==> config.mk <==
export PLATFORM = sky130hd
export DESIGN_NAME = qwiper_ctrl
export DESIGN_NICKNAME = d
export VERILOG_FILES = /design/src/rtl/qw_pkg.sv /design/src/rtl/qw_bus_sense.sv /design/src/rtl/qw_regfile.sv /design/src/rtl/qwiper_ctrl.sv
export SDC_FILE = /design/constraint.sdc
export NUM_CORES = 1
export LEC_CHECK = 0
export CAP_MARGIN = 5
export CORE_ASPECT_RATIO = 2
export CORE_MARGIN = 2
export CORE_UTILIZATION = 35
export CTS_CLUSTER_SIZE = 25
export DETAILED_ROUTE_END_ITERATION = 8
export PLACE_DENSITY = 0.58
export SYNTH_ARGS = -nofsm -noshare
export SYNTH_HDL_FRONTEND = slang
export SYNTH_SLANG_ARGS = --single-unit
==> constraint.sdc <==
create_clock -name clk -period 4.18 [get_ports clk]
set_input_delay 0.418 -clock clk [delete_from_list [all_inputs] [get_ports clk]]
set_output_delay 0.418 -clock clk [all_outputs]
set_load 0.05 [all_outputs]
==> src/rtl/qw_pkg.sv <==
package qw_pkg;
    localparam int DW    = 8;
    localparam int NCH   = 4;
    localparam int NROW  = 4;
    localparam int CH_W  = $clog2(NCH);
    localparam int ROW_W = $clog2(NROW);
    localparam logic [3:0]    DEV_TYPE = 4'b0101;
    localparam logic [DW-1:0] SR_ADDR  = 8'h07;

    typedef enum logic [2:0] {
        RF_NOP, RF_WIPER, RF_ROWLOAD, RF_CHLOAD, RF_STAGE, RF_COMMIT, RF_CLEAR
    } rf_op_e;

    typedef enum logic [1:0] {TG_CH, TG_SR, TG_NONE} tgt_e;

    typedef enum logic [3:0] {
        S_IDLE, S_DEV, S_DEV_ACK, S_ADDR, S_ADDR_ACK, S_RX, S_RX_ACK,
        S_TX, S_TX_ACK, S_TX_GO, S_WAIT
    } st_e;

    typedef struct packed {
        rf_op_e            op;
        logic [ROW_W-1:0]  row;
        logic [CH_W-1:0]   ch;
        logic [DW-1:0]     data;
    } rf_cmd_t;
endpackage

==> src/rtl/qw_bus_sense.sv <==
module qw_bus_sense #(
    parameter int SYNC_STAGES = 2
) (
    input  logic clk,
    input  logic rst_n,
    input  logic scl_i,
    input  logic sda_i,
    output logic scl_rise,
    output logic scl_fall,
    output logic bus_start,
    output logic bus_stop,
    output logic sda_lvl
);
    localparam int TOP = SYNC_STAGES;

    logic [TOP:0] scl_p, sda_p;
    logic scl_now, scl_prev, sda_now, sda_prev;

    always_ff @(posedge clk or negedge rst_n) begin
        if (!rst_n) begin
            scl_p <= '1;
            sda_p <= '1;
        end else begin
            scl_p <= {scl_p[TOP-1:0], scl_i};
            sda_p <= {sda_p[TOP-1:0], sda_i};
        end
    end

    assign scl_now  = scl_p[TOP-1];
    assign scl_prev = scl_p[TOP];
    assign sda_now  = sda_p[TOP-1];
    assign sda_prev = sda_p[TOP];

    assign scl_rise  = scl_now & ~scl_prev;
    assign scl_fall  = ~scl_now & scl_prev;
    assign bus_start = scl_now & scl_prev & sda_prev & ~sda_now;
    assign bus_stop  = scl_now & scl_prev & ~sda_prev & sda_now;
    assign sda_lvl   = sda_now;
endmodule

==> src/rtl/qw_regfile.sv <==
module qw_regfile
    import qw_pkg::*;
#(
    parameter int          BUSY_CYCLES = 600,
    parameter logic [DW-1:0] ROW0_VAL  = 8'h80
) (
    input  logic                 clk,
    input  logic                 rst_n,
    input  rf_cmd_t              cmd,
    input  logic                 wp_i,
    input  logic [ROW_W-1:0]     rd_row,
    input  logic [CH_W-1:0]      rd_ch,
    output logic [DW-1:0]        rd_dr,
    output logic [NCH*DW-1:0]    wiper_o,
    output logic                 busy_o
);
    localparam int CNT_W = $clog2(BUSY_CYCLES + 1);

    logic [DW-1:0]   dr  [NROW][NCH];
    logic [DW-1:0]   wip [NCH];
    logic [DW-1:0]   stg [NCH];
    logic [NCH-1:0]  stg_v;
    logic [CNT_W-1:0] cnt;

    always_ff @(posedge clk or negedge rst_n) begin
        if (!rst_n) begin
            for (int r = 0; r < NROW; r++)
                for (int c = 0; c < NCH; c++)
                    dr[r][c] <= (r == 0) ? ROW0_VAL : '0;
            for (int c = 0; c < NCH; c++) begin
                wip[c] <= ROW0_VAL;
                stg[c] <= '0;
            end
            stg_v <= '0;
            cnt   <= '0;
        end else begin
            if (cnt != '0) cnt <= cnt - 1'b1;
            unique case (cmd.op)
                RF_WIPER:   wip[cmd.ch] <= cmd.data;
                RF_ROWLOAD: for (int c = 0; c < NCH; c++) wip[c] <= dr[cmd.row][c];
                RF_CHLOAD:  wip[cmd.ch] <= dr[cmd.row][cmd.ch];
                RF_STAGE: begin
                    stg[cmd.ch]   <= cmd.data;
                    stg_v[cmd.ch] <= 1'b1;
                end
                RF_CLEAR:   stg_v <= '0;
                RF_COMMIT: begin
                    if ((stg_v != '0) && wp_i && (cnt == '0)) begin
                        for (int c = 0; c < NCH; c++) begin
                            if (stg_v[c]) begin
                                dr[cmd.row][c] <= stg[c];
                                wip[c]         <= stg[c];
                            end else begin
                                wip[c]         <= dr[cmd.row][c];
                            end
                        end
                        cnt <= CNT_W'(BUSY_CYCLES);
                    end
                    stg_v <= '0;
                end
                default: ;
            endcase
        end
    end

    assign rd_dr  = dr[rd_row][rd_ch];
    assign busy_o = (cnt != '0);

    for (genvar g = 0; g < NCH; g++) begin : g_wout
        assign wiper_o[g*DW +: DW] = wip[g];
    end

    // a busy period only follows a write-enabled commit
    a_r8_busy_after_commit: assert property (@(posedge clk) disable iff (!rst_n)
        $rose(busy_o) |-> ($past(cmd.op) == RF_COMMIT) && $past(wp_i));

    // a write-protected commit touches no wiper and starts no busy period
    a_r10_wp_keeps_wipers: assert property (@(posedge clk) disable iff (!rst_n)
        (cmd.op == RF_COMMIT && !wp_i && !busy_o) |=> $stable(wiper_o) && !busy_o);
endmodule

==> src/rtl/qwiper_ctrl.sv <==
module qwiper_ctrl
    import qw_pkg::*;
#(
    parameter int          BUSY_CYCLES = 600,
    parameter logic [7:0]  ROW0_VAL    = 8'h80,
    parameter int          SYNC_STAGES = 2
) (
    input  logic         clk,
    input  logic         rst_n,
    input  logic         scl_i,
    input  logic         sda_i,
    output logic         sda_oe_o,
    input  logic [2:0]   dev_addr_i,
    input  logic         wp_i,
    output logic         busy_o,
    output logic [31:0]  wiper_o
);
    logic ev_rise, ev_fall, ev_start, ev_stop, sda_s;

    qw_bus_sense #(.SYNC_STAGES(SYNC_STAGES)) u_sense (
        .clk(clk), .rst_n(rst_n), .scl_i(scl_i), .sda_i(sda_i),
        .scl_rise(ev_rise), .scl_fall(ev_fall),
        .bus_start(ev_start), .bus_stop(ev_stop), .sda_lvl(sda_s)
    );

    st_e              st, nxt;
    logic [3:0]       bitc;
    logic [DW-1:0]    sh;
    logic             rw_q, drive_q;
    tgt_e             tgt;
    logic [CH_W-1:0]  ptr;
    logic [2:0]       sr;
    rf_cmd_t          cmd_q;
    logic [DW-1:0]    rd_dr, rd_byte;
    logic             byte_done, dev_ok, tx_load;

    qw_regfile #(.BUSY_CYCLES(BUSY_CYCLES), .ROW0_VAL(ROW0_VAL)) u_rf (
        .clk(clk), .rst_n(rst_n), .cmd(cmd_q), .wp_i(wp_i),
        .rd_row(sr[2:1]), .rd_ch(ptr), .rd_dr(rd_dr),
        .wiper_o(wiper_o), .busy_o(busy_o)
    );

    assign byte_done = ev_fall && (bitc == 4'd8);
    assign dev_ok    = (sh[7:4] == DEV_TYPE) && (sh[3:1] == dev_addr_i) && !busy_o;
    assign tx_load   = ev_fall && ((st == S_DEV_ACK && rw_q) || st == S_TX_GO);

    always_comb begin
        unique case (tgt)
            TG_SR:   rd_byte = {5'b0, sr};
            TG_CH:   rd_byte = sr[0] ? rd_dr : wiper_o[ptr*DW +: DW];
            default: rd_byte = '0;
        endcase
    end

    // state register
    always_ff @(posedge clk or negedge rst_n) begin
        if (!rst_n) st <= S_IDLE;
        else        st <= nxt;
    end

    // next state
    always_comb begin
        nxt = st;
        if (ev_start)     nxt = S_DEV;
        else if (ev_stop) nxt = S_IDLE;
        else begin
            unique case (st)
                S_IDLE:     nxt = S_IDLE;
                S_DEV:      if (byte_done) nxt = dev_ok ? S_DEV_ACK : S_WAIT;
                S_DEV_ACK:  if (ev_fall) nxt = rw_q ? S_TX : S_ADDR;
                S_ADDR:     if (byte_done) nxt = S_ADDR_ACK;
                S_ADDR_ACK: if (ev_fall) nxt = S_RX;
                S_RX:       if (byte_done) nxt = S_RX_ACK;
                S_RX_ACK:   if (ev_fall) nxt = S_RX;
                S_TX:       if (byte_done) nxt = S_TX_ACK;
                S_TX_ACK:   if (ev_rise) nxt = sda_s ? S_WAIT : S_TX_GO;
                S_TX_GO:    if (ev_fall) nxt = S_TX;
                S_WAIT:     nxt = S_WAIT;
                default:    nxt = S_IDLE;
            endcase
        end
    end

    // datapath and outputs
    always_ff @(posedge clk or negedge rst_n) begin
        if (!rst_n) begin
            bitc    <= '0;
            sh      <= '0;
            rw_q    <= 1'b0;
            drive_q <= 1'b0;
            tgt     <= TG_CH;
            ptr     <= '0;
            sr      <= '0;
            cmd_q   <= '{op: RF_NOP, row: '0, ch: '0, data: '0};
        end else begin
            cmd_q <= '{op: RF_NOP, row: '0, ch: '0, data: '0};
            if (ev_start) begin
                bitc     <= '0;
                drive_q  <= 1'b0;
                cmd_q.op <= RF_CLEAR;
            end else if (ev_stop) begin
                drive_q <= 1'b0;
                cmd_q   <= '{op: RF_COMMIT, row: sr[2:1], ch: '0, data: '0};
            end else begin
                unique case (st)
                    S_DEV, S_ADDR, S_RX: begin
                        if (ev_rise) begin
                            sh   <= {sh[6:0], sda_s};
                            bitc <= bitc + 4'd1;
                        end else if (byte_done) begin
                            bitc <= '0;
                            if (st == S_DEV) begin
                                drive_q <= dev_ok;
                                if (dev_ok) rw_q <= sh[0];
                            end else if (st == S_ADDR) begin
                                drive_q <= 1'b1;
                                if (sh < DW'(NCH)) begin
                                    tgt <= TG_CH;
                                    ptr <= sh[CH_W-1:0];
                                end else if (sh == SR_ADDR) tgt <= TG_SR;
                                else                        tgt <= TG_NONE;
                            end else begin
                                drive_q <= 1'b1;
                                if (tgt == TG_SR) begin
                                    sr <= sh[2:0];
                                    if (sh[0]) cmd_q <= '{op: RF_ROWLOAD, row: sh[2:1], ch: '0, data: '0};
                                end else if (tgt == TG_CH) begin
                                    cmd_q <= '{op: sr[0] ? RF_STAGE : RF_WIPER, row: sr[2:1], ch: ptr, data: sh};
                                    ptr   <= ptr + 1'b1;
                                end
                            end
                        end
                    end
                    S_DEV_ACK, S_ADDR_ACK, S_RX_ACK: if (ev_fall) drive_q <= 1'b0;
                    S_TX: begin
                        if (ev_rise) bitc <= bitc + 4'd1;
                        else if (ev_fall) begin
                            if (bitc == 4'd8) drive_q <= 1'b0;
                            else begin
                                sh      <= {sh[6:0], 1'b0};
                                drive_q <= ~sh[6];
                            end
                        end
                    end
                    S_IDLE, S_TX_ACK, S_TX_GO, S_WAIT: ;
                    default: ;
                endcase
                if (tx_load) begin
                    sh      <= rd_byte;
                    bitc    <= '0;
                    drive_q <= ~rd_byte[7];
                    if (tgt == TG_CH) begin
                        ptr <= ptr + 1'b1;
                        if (sr[0]) cmd_q <= '{op: RF_CHLOAD, row: sr[2:1], ch: ptr, data: '0};
                    end
                end
            end
        end
    end

    assign sda_oe_o = drive_q;

    // SDA is pulled only in ACK slots and read-data slots
    a_r2_oe_owned: assert property (@(posedge clk) disable iff (!rst_n)
        sda_oe_o |-> (st inside {S_DEV_ACK, S_ADDR_ACK, S_RX_ACK, S_TX}));

    // an acknowledged slave address matches type and strap bits
    a_r1_ack_match: assert property (@(posedge clk) disable iff (!rst_n)
        (st == S_DEV_ACK) |-> (sh[7:4] == 4'b0101) && (sh[3:1] == dev_addr_i));

    // never acknowledging the address while busy
    a_r9_no_ack_busy: assert property (@(posedge clk) disable iff (!rst_n)
        (st == S_DEV_ACK && sda_oe_o) |-> !busy_o);

    // a START always sends the FSM back to address reception
    a_r12_restart: assert property (@(posedge clk) disable iff (!rst_n)
        ev_start |=> (st == S_DEV) && (bitc == 4'd0));
endmodule

==> impl_metrics.json <==
{
  "grt_max_degree": 118,
  "synth_cell_type_count": 86,
  "drv_slew": 0,
  "clkTransAtPathRegs_ns": 0.06,
  "post-route-period-util_pct": 85.8,
  "route.detailed.drc": 0,
  "syn_area_sq_um": 13600,
  "place_ws_ns": 0.857,
  "clockBufferDepth": 3,
  "critPathCaptureType": "primary output",
  "final_nets": 1100,
  "post_cts_resized": 0,
  "grt_pass1_wl_mm": 63.5,
  "outcome": "complete, no violations",
  "ys_ff_latch": 252,
  "yosysSeqAreaShare_pct": 46.6,
  "drive_gt1_share_pct": 33.2,
  "placed_cells": 1580,
  "p_per_area_nw_per_um2": 385,
  "cp_data_arrival_time_ns": 3.17,
  "wire_per_inst_um": 25.3,
  "hpwl_mm": 28.7,
  "routed_wl_mm": 41.2,
  "htreeDepth": 1,
  "synth-main-ff-cell": "dfrtp_1",
  "critical_path_class": "reg -> out",
  "fin_tns_setup_ns": 0,
  "cts_num_sinks": 252,
  "synth_top_cell_by_area": "dfrtp_1",
  "insertion_delay_ns": 0.56,
  "postSynthCellCount": 1062,
  "first_global_vias": 9971,
  "vias": 9791,
  "final_cells": 1629,
  "hold_violations": 0,
  "ys_top_cells_by_count": "238 x dfrtp_1, 173 x mux2_2, 68 x mux4_2",
  "finalSetupViolCount": 0,
  "antenna_found_initial": 0,
  "cts_root_buf": "clkbuf_16",
  "leakage_nw": 6.59,
  "multi_input_area_sq_um": 6890,
  "cts_tree": "built",
  "cts-buffers-inserted": 26,
  "crit_required_ns": 3.76,
  "io_buffers": 41,
  "area_growth_pct": 14.2,
  "via_per_inst": 6.01,
  "tightest_slew_ns": 1.19,
  "crit_fanout": 7,
  "peakVddDrop_v": 0.000292,
  "grt_usage_pct": 20.8,
  "die_height_um": 282,
  "fin_skew_ns": 0.0238,
  "ys_async_sr_fraction_pct": 100,
  "routabilityCongestion": 0.897,
  "synth_nets": 1073,
  "synth.top_cell.area_share_pct": 43.9,
  "yosysWarnings": 0,
  "holdCritPathClass": "in -> reg",
  "finalWorstSetupSlack_ns": 0.594,
  "regArea_sq_um": 6330,
  "rsz0062_at_grt": "false",
  "maxSlewHeadroom_pct": 19.6,
  "grt_overflow": 0,
  "max_cap_viol_count": 0,
  "finalCriticalPeriod_ns": 3.59,
  "start_util_pct": 35.3,
  "yosys-top-cells-area": "dfrtp_1 44%, mux2_2 14%, mux4_2 11%, dfstp_2 2.7%, o2bb2ai_1 2.3%",
  "ios": 42,
  "fp.dieArea_sq_um": 40400,
  "synth_most_common_cell": "dfrtp_1",
  "core_sq_um": 38400,
  "max_freq_mhz": 279,
  "cp-start-kind": "register",
  "nFillCells": 3600,
  "firstDrtPassIters": 6,
  "num_rows": 102,
  "dr.first_iter.drc_count": 858,
  "fp.dieW_um": 143,
  "drtAntennaViolNets": 0,
  "synth_edf_count": 0,
  "avgSynthCellArea_sq_um": 12.8,
  "p_total_w": 0.00596,
  "n_antenna_cell": 0
}
## worst max-delay path, cell delays in order, from the launching register on
cell	delay, ns
dfrtp_1	0.42
inv_1	0.07
ha_1	0.21
or4b_4	0.52
nor3b_4	0.49
inv_4	0.14
clkdlybuf4s50_1	0.75
## layout make-up
type	instances	share of cell area [%]
sequential	252	40.9
multi-input combinational	727	44.5
clock inverter	16	1.33
clock buffer	32	4.61
timing repair buffer	65	4.03
inverter	17	0.428
tap	520	4.20
## cells by family (layout without fill, tap and decap cells)
logic type      Yosys count  after routing  share of synthesized area, %
flops                   252            252                          46.6
simple gates            244            244                          10.4
fa+ha+maj                 4              4                         0.351
mux                     274            274                          28.4
compound gates          197            197                          11.1
buf+inv                  83            130                          2.57
xor+xnor                  8              8                         0.517
## state kept, by name, indices dropped and copies added, names as in the netlist
name and cells:
u_rf.dr 128, u_rf.stg 32, u_rf.wiper_o 32, cmd_q 15, u_rf.cnt 10, sh 8
bitc 4, st 4, u_rf.stg_v 4, sr 3, u_sense.scl_p 3, u_sense.sda_p 3
ptr 2, tgt 2, rw_q 1, sda_oe_o 1
## placed cells by master, fill, tap and decap left out, types with 5 or more instances in the layout
master	count
a21boi_0	7
a21oi_1	27
a222oi_1	16
a311oi_1	15
and2_1	10
and3_1	5
buf_4	21
clkbuf_16	26
clkdlybuf4s50_1	40
clkinv_2	6
dfrtp_1	234
dfstp_2	14
inv_1	14
mux2_2	173
mux2_4	8
mux2i_1	25
mux4_2	68
nand2_1	48
nand2b_1	9
nand3_1	34
nand3_2	5
nand3_4	7
nor2_1	46
nor2b_1	14
nor3_1	23
o21a_1	15
o21ai_0	23
o221ai_1	5
o22ai_1	9
o2bb2ai_1	35
## what timing repair did
| action | 4_1_cts | 5_1_grt |
|---|---|---|
| endpoints found under the hold margin | 62 | 0 |
| hold buffers | 1 | 0 |
| setup endpoints to repair | 0 | 0 |
| setup buffers | 0 | 0 |
## path summary, 6_finish.rpt
path / to / cells past startpoint / start / slack (ns)
min reg2reg: u_sense.sda_p[1] / 0 / u_sense.sda_p[0] / 0.36
max in group asynchronous: u_rf.dr[119] / 3 / rst_n / 2.53
max: busy_o / 6 / u_rf.cnt[0] / 0.59
min: u_sense.scl_p[0] / 1 / scl_i / 0.27
max reg2reg: u_rf.dr[18] / 8 / u_rf.cnt[0] / 0.84
min in group asynchronous: u_rf.cnt[5] / 2 / rst_n / 0.52
## report_power, final
part           internal, W  leakage (nW)  switching (W)
Clock              0.00147         0.443        0.00105
Combinational     0.000287          2.73       0.000412
Sequential         0.00256          3.41       0.000191
## metal layers
metal / vias to the layer above / share of wire (%) / track usage (%)
li1: 4199 / - / -
met1: 5102 / 41 / 28.6
met2: 412 / 48 / 33.1
met3: 78 / 7.4 / 3.42
met4: 0 / 3.8 / 7.69
met5: - / 0 / 0
## per-stage QoR
step / hold slack [ns] / cell area, sq um / util [%]
floorplan: 0.122 / 13600 / -
global placement: 0.347 / 14500 / 37.9
detailed placement: 0.347 / 14500 / 37.9
CTS: 0.253 / 15500 / 40.3
global route: 0.260 / 15500 / 40.3
finish: 0.274 / 15500 / 40.3
(Power assumes the default switching activity.)
